**src/rtl/sram_async_ctrl.sv**
```systemverilog
module sram_async_ctrl #(
  parameter int ADDR_W  = 17,
  parameter int DATA_W  = 8,
  parameter int CLK_NS  = 5,
  parameter int T_WC    = 70,
  parameter int T_WP    = 55,
  parameter int T_AW    = 60,
  parameter int T_DS    = 30,
  parameter int T_RC    = 70,
  parameter int T_AA    = 70,
  parameter int T_OE    = 35,
  parameter int T_HZ_WE = 25,
  parameter int T_HZ_OE = 25
) (
  input  logic              clk,
  input  logic              rst,
  input  logic              req_valid,
  output logic              req_ready,
  input  logic              req_write,
  input  logic [ADDR_W-1:0] req_addr,
  input  logic [DATA_W-1:0] req_wdata,
  output logic [DATA_W-1:0] rd_data,
  output logic              rd_valid,
  output logic              mem_ce1_n,
  output logic              mem_ce2,
  output logic              mem_oe_n,
  output logic              mem_we_n,
  output logic [ADDR_W-1:0] mem_addr,
  output logic [DATA_W-1:0] mem_dq_o,
  output logic              mem_dq_oe,
  input  logic [DATA_W-1:0] mem_dq_i
);

  function automatic int cyc(input int t_ns);
    return (t_ns + CLK_NS - 1) / CLK_NS;
  endfunction

  function automatic int max2(input int a, input int b);
    return (a > b) ? a : b;
  endfunction

  localparam int HZW_C = max2(1, cyc(T_HZ_WE));
  localparam int DS_C  = max2(1, cyc(T_DS));
  localparam int WP_C  = max2(max2(cyc(T_WP), cyc(T_AW)), HZW_C + DS_C);
  localparam int WR_C  = max2(cyc(T_WC), WP_C + 1);
  localparam int RD_C  = max2(2, max2(max2(cyc(T_RC), cyc(T_AA)), cyc(T_OE)));
  localparam int TA_C  = max2(1, cyc(T_HZ_OE));
  localparam int CNT_MAX = max2(max2(WR_C, RD_C), TA_C);
  localparam int CNT_W = $clog2(CNT_MAX + 1);

  localparam logic [CNT_W-1:0] HZW_L  = CNT_W'(HZW_C);
  localparam logic [CNT_W-1:0] WP_L   = CNT_W'(WP_C);
  localparam logic [CNT_W-1:0] WR_END = CNT_W'(WR_C - 1);
  localparam logic [CNT_W-1:0] RD_END = CNT_W'(RD_C - 1);
  localparam logic [CNT_W-1:0] TA_END = CNT_W'(TA_C - 1);

  typedef enum logic [1:0] {S_IDLE, S_WR, S_RD, S_TURN} state_t;

  state_t           state;
  logic [CNT_W-1:0] cnt;
  logic [CNT_W-1:0] cnt_nx;

  assign cnt_nx    = cnt + 1'b1;
  assign req_ready = (state == S_IDLE);

  always_ff @(posedge clk) begin
    if (rst) begin
      state     <= S_IDLE;
      cnt       <= '0;
      mem_ce1_n <= 1'b1;
      mem_ce2   <= 1'b0;
      mem_oe_n  <= 1'b1;
      mem_we_n  <= 1'b1;
      mem_addr  <= '0;
      mem_dq_o  <= '0;
      mem_dq_oe <= 1'b0;
      rd_data   <= '0;
      rd_valid  <= 1'b0;
    end else begin
      rd_valid <= 1'b0;
      case (state)
        S_IDLE: begin
          if (req_valid) begin
            cnt       <= '0;
            mem_addr  <= req_addr;
            mem_dq_o  <= req_wdata;
            mem_ce1_n <= 1'b0;
            mem_ce2   <= 1'b1;
            if (req_write) begin
              state    <= S_WR;
              mem_we_n <= 1'b0;
              mem_oe_n <= 1'b1;
            end else begin
              state    <= S_RD;
              mem_we_n <= 1'b1;
              mem_oe_n <= 1'b0;
            end
          end
        end
        S_WR: begin
          cnt       <= cnt_nx;
          mem_we_n  <= (cnt_nx >= WP_L);
          mem_dq_oe <= (cnt_nx >= HZW_L) && (cnt_nx <= WP_L);
          if (cnt == WR_END) begin
            state     <= S_IDLE;
            cnt       <= '0;
            mem_ce1_n <= 1'b1;
            mem_ce2   <= 1'b0;
            mem_we_n  <= 1'b1;
            mem_dq_oe <= 1'b0;
          end
        end
        S_RD: begin
          cnt <= cnt_nx;
          if (cnt == RD_END) begin
            rd_data   <= mem_dq_i;
            rd_valid  <= 1'b1;
            mem_ce1_n <= 1'b1;
            mem_ce2   <= 1'b0;
            mem_oe_n  <= 1'b1;
            state     <= S_TURN;
            cnt       <= '0;
          end
        end
        default: begin
          cnt <= cnt_nx;
          if (cnt == TA_END) begin
            state <= S_IDLE;
            cnt   <= '0;
          end
        end
      endcase
    end
  end

endmodule

```
**config.mk**
```make
export PLATFORM = sky130hd
export DESIGN_NAME = sram_async_ctrl
export DESIGN_NICKNAME = d
export VERILOG_FILES = /design/src/rtl/sram_async_ctrl.sv
export SDC_FILE = /design/constraint.sdc
export NUM_CORES = 1
export LEC_CHECK = 0
export BUFFER_PORTS_ARGS = -buffer_cell sky130_fd_sc_hd__buf_2
export CAP_MARGIN = 20
export CORE_ASPECT_RATIO = 2
export CORE_MARGIN = 5
export CORE_UTILIZATION = 45
export CTS_CLUSTER_SIZE = 24
export DETAILED_ROUTE_END_ITERATION = 10
export PLACE_DENSITY = 0.73
export SLEW_MARGIN = 5
export SYNTH_ARGS = -nofsm -noshare
export SYNTH_HDL_FRONTEND = slang
export SYNTH_SLANG_ARGS = --single-unit
export TNS_END_PERCENT = 50
```
**constraint.sdc**
```tcl
create_clock -name clk -period 1.9 [get_ports clk]
set_input_delay 0.475 -clock clk [delete_from_list [all_inputs] [get_ports clk]]
set_output_delay 0.475 -clock clk [all_outputs]
set_load 0.05 [all_outputs]
```
==> impl_metrics.py <==
metrics = {
    "outcome": {
        "status": "complete, no violations",
    },
    "pwr": {
        "seqPwrFrac_pct": 35.0,
        "p_sw_uw": 1520,
        "p_clk_share_pct": 17.5,
        "peakVddDrop_uv": 796,
        "leakage_uw": 0.00112,
        "internal_power_uw": 1870,
        "powerDensity_mw_per_mm2": 1370,
        "power_switching_share_pct": 44.8,
        "pwr-share-comb_pct": 47.5,
    },
    "yosys": {
        "ys.flop_type": "dfxtp_1",
        "netlist-cell-type-count": 42,
        "synth_top_family_by_area": "simple AND/OR/NAND/NOR gates",
        "synth_area_sq_mm": 0.00197,
        "postSynth.asyncResetShare_pct": 0,
        "synth_cells": 242,
        "ys_seq_area_share_pct": 45.8,
        "syn_nets": 286,
        "yosysWarnings": 0,
        "synthAdderAreaFrac_pct": 4.45,
        "synth_xor_area_share_pct": 0.445,
        "avgSynthCellArea_sq_um": 8.13,
        "synth_enable_flop_cells": 0,
        "synth-seq-cells": 45,
        "yosys.area_share.simple_pct": 23.5,
        "synth_compound_area_share_pct": 19.1,
        "synth_mux_area_share_pct": 1.08,
    },
    "floorplan": {
        "num_rows": 34,
        "num_io_pins": 77,
        "die_w_microns": 56.8,
        "design.core.area_sq_mm": 0.00430,
        "die_h_microns": 103,
        "die-area_sq_mm": 0.00587,
        "start_util_pct": 45.8,
    },
    "route": {
        "via_count": 1880,
        "drt_iter0_markers": 63,
        "drcViolationCount": 0,
        "drtAntennaViolNets": 0,
        "routedWlPerCell_microns": 12.9,
        "viasPerCell": 5.09,
        "firstDrtPassIters": 5,
        "wirelength_mm": 4.78,
    },
    "sta": {
        "worst_clock_skew_ns": 0.00493,
        "period_needed_ns": 1.82,
        "maxSlewViolCount": 0,
        "rsz0062_at_grt": "no",
        "hold_viol": 0,
        "setup_viol": 0,
        "setup_ws_ns": 0.0832,
        "finalCritPeriodShare_pct": 95.6,
        "slew_headroom_pct": 65.7,
        "fin_setup_tns_ns": 0,
        "max_slew.worst_pin.slew_ns": 0.512,
        "clock.fmax_mhz": 550,
    },
    "worst_setup_path": {
        "path_delay_family": "buffers and inverters",
        "end_kind": "output port",
        "crit_buf_inv": 3,
        "critPathKind": "reg -> out",
        "r2r_slack_ns": 0.15,
        "critPathMaxStageDelay_ns": 0.39,
        "cp-start-kind": "register",
        "critPathRequiredTime_ns": 1.42,
        "ff2ff_path_depth": 6,
        "cp_data_arrival_time_ns": 1.34,
        "worstPathCellList": "inv_1, ha_1, buf_4, buf_2",
        "cp.depth": 4,
        "cp_max_fo": 4,
        "cp_slowest_cell": "dfxtp_1",
    },
    "cells_and_area": {
        "multiInputGateArea_sq_um": 960,
        "layout_common_cells": "buf_2 (76), nand2_1 (74), dfxtp_1 (45)",
        "regArea_sq_um": 901,
        "layout-drive-gt1-share_pct": 31.1,
        "final_common_cell": "buf_2",
        "syn2layout_area_growth_pct": 26.3,
        "nFillCells": 419,
        "layout.nets": 358,
        "n_antenna_cell": 0,
    },
    "clock_tree": {
        "postCtsHoldBufs": 0,
        "clock_path_buffers": 2,
        "clkTransAtPathRegs_ns": 0.09,
        "cts_tree": "yes",
        "htreeDepth": 2,
        "numCtsBuffers": 5,
        "clock-root-buffer": "clkbuf_8",
        "cts.sinks": 45,
        "clk_latency_ns": 0.30,
    },
    "global_route": {
        "grt_remaining_overflow": 0,
        "grt_pass1_vias": 1764,
        "grt_max_degree": 26,
        "grt_pass1_wl_mm": 7.65,
        "antenna_found_initial": 0,
        "grt_usage_pct": 16.3,
    },
    "placed_design": {
        "dp_hpwl_mm": 3.73,
        "io_buffers": 76,
        "pre_cts_slack_ns": 0.0785,
        "gp_congestion": 0.805,
    },
    "min_path": {
        "hold_path_class": "in -> reg",
        "holdPathStages": 3,
    },
    "flow_run": {
        "cap_violations": 0,
    },
}
==> worst reg2reg max path: stages, from the launching register on <==
cell      delay [ns]
dfxtp_1         0.38
inv_1           0.08
ha_1            0.27
or2_2           0.33
a221oi_2        0.28
nor2_1          0.07
a311oi_1        0.26
==> what timing repair did <==
action / 4_1_cts / 5_1_grt
buffers inserted: 0 / 0
resized for setup: 0 / 2
endpoints found under the setup margin: 0 / 34
==> power by group through the flow <==
stage / logic [uW] / registers [uW] / clock network (uW)
final: 1610 / 1190 / 594
after global routing: 1760 / 1210 / 651
after CTS: 1620 / 1190 / 615
after detailed placement: 1620 / 1210 / 0
after global placement: 1610 / 1200 / 0
after floorplan: 844 / 1590 / 0
==> cell usage after synthesis (2+ instances only) <==
master	count	area, sq um
nand2_1	74	278
dfxtp_1	45	901
a21oi_1	41	205
nor2_1	11	41.3
inv_1	8	30.0
clkbuf_1	7	26.3
ha_1	7	87.6
buf_2	4	20.0
nand2b_1	3	18.8
nor2b_1	3	18.8
a22oi_1	2	15.0
a311oi_1	2	17.5
and2_1	2	12.5
buf_6	2	22.5
nand3_1	2	10.0
nor3_1	2	10.0
o21ai_1	2	10.0
==> area by class of cell <==
cell class / instances / area share, %
multi-input combinational: 174 / 38.6
tap: 54 / 2.72
timing repair buffer: 80 / 17.5
sequential: 45 / 36.3
clock buffer: 5 / 2.77
clock inverter: 3 / 0.856
inverter: 8 / 1.21
==> sequential cells by signal (all words and copies together) (netlist names) <==
register and flops:
cnt 4, mem_addr 17, mem_ce1_n 1, mem_ce2 1, mem_dq_o 8, mem_dq_oe 1, mem_oe_n 1, mem_we_n 1
rd_data 8, rd_valid 1, state 2
==> cell families after synthesis <==
logic type	count (synthesis)
buffers and inverters	23
adder cells (fa/ha/maj)	7
AO/OA/AOI/OAI	60
flip-flops	45
multiplexers	2
XOR/XNOR	1
AND/OR/NAND/NOR	104
==> per-layer routing <==
metal,up-vias,global-route usage (%),part of all wire [%]
met1,873,15.0,35
li1,945,-,-
met3,7,3.35,6.8
met4,0,7.50,1.9
met5,-,0,0
met2,55,33.2,56
==> stage by stage <==
stage	cells	cell area [sq um]	total power, uW	hold slack, ns	utilization [%]
after floorplan	242	1970	2430	0.508	-
after global placement	361	2390	2810	0.439	55.6
after detailed placement	361	2390	2830	0.444	55.6
after CTS	369	2480	3430	0.397	57.7
after global routing	369	2480	3620	0.399	57.8
final	369	2480	3390	0.403	57.8
==> path summary, 6_finish.rpt <==
path                      from           end
setup / recovery      state[0]     req_ready
hold / removal    req_addr[12]  mem_addr[12]
setup reg to reg      state[1]      state[1]
hold reg to reg    mem_dq_o[2]   mem_dq_o[2]
(Power assumes the default switching activity.)
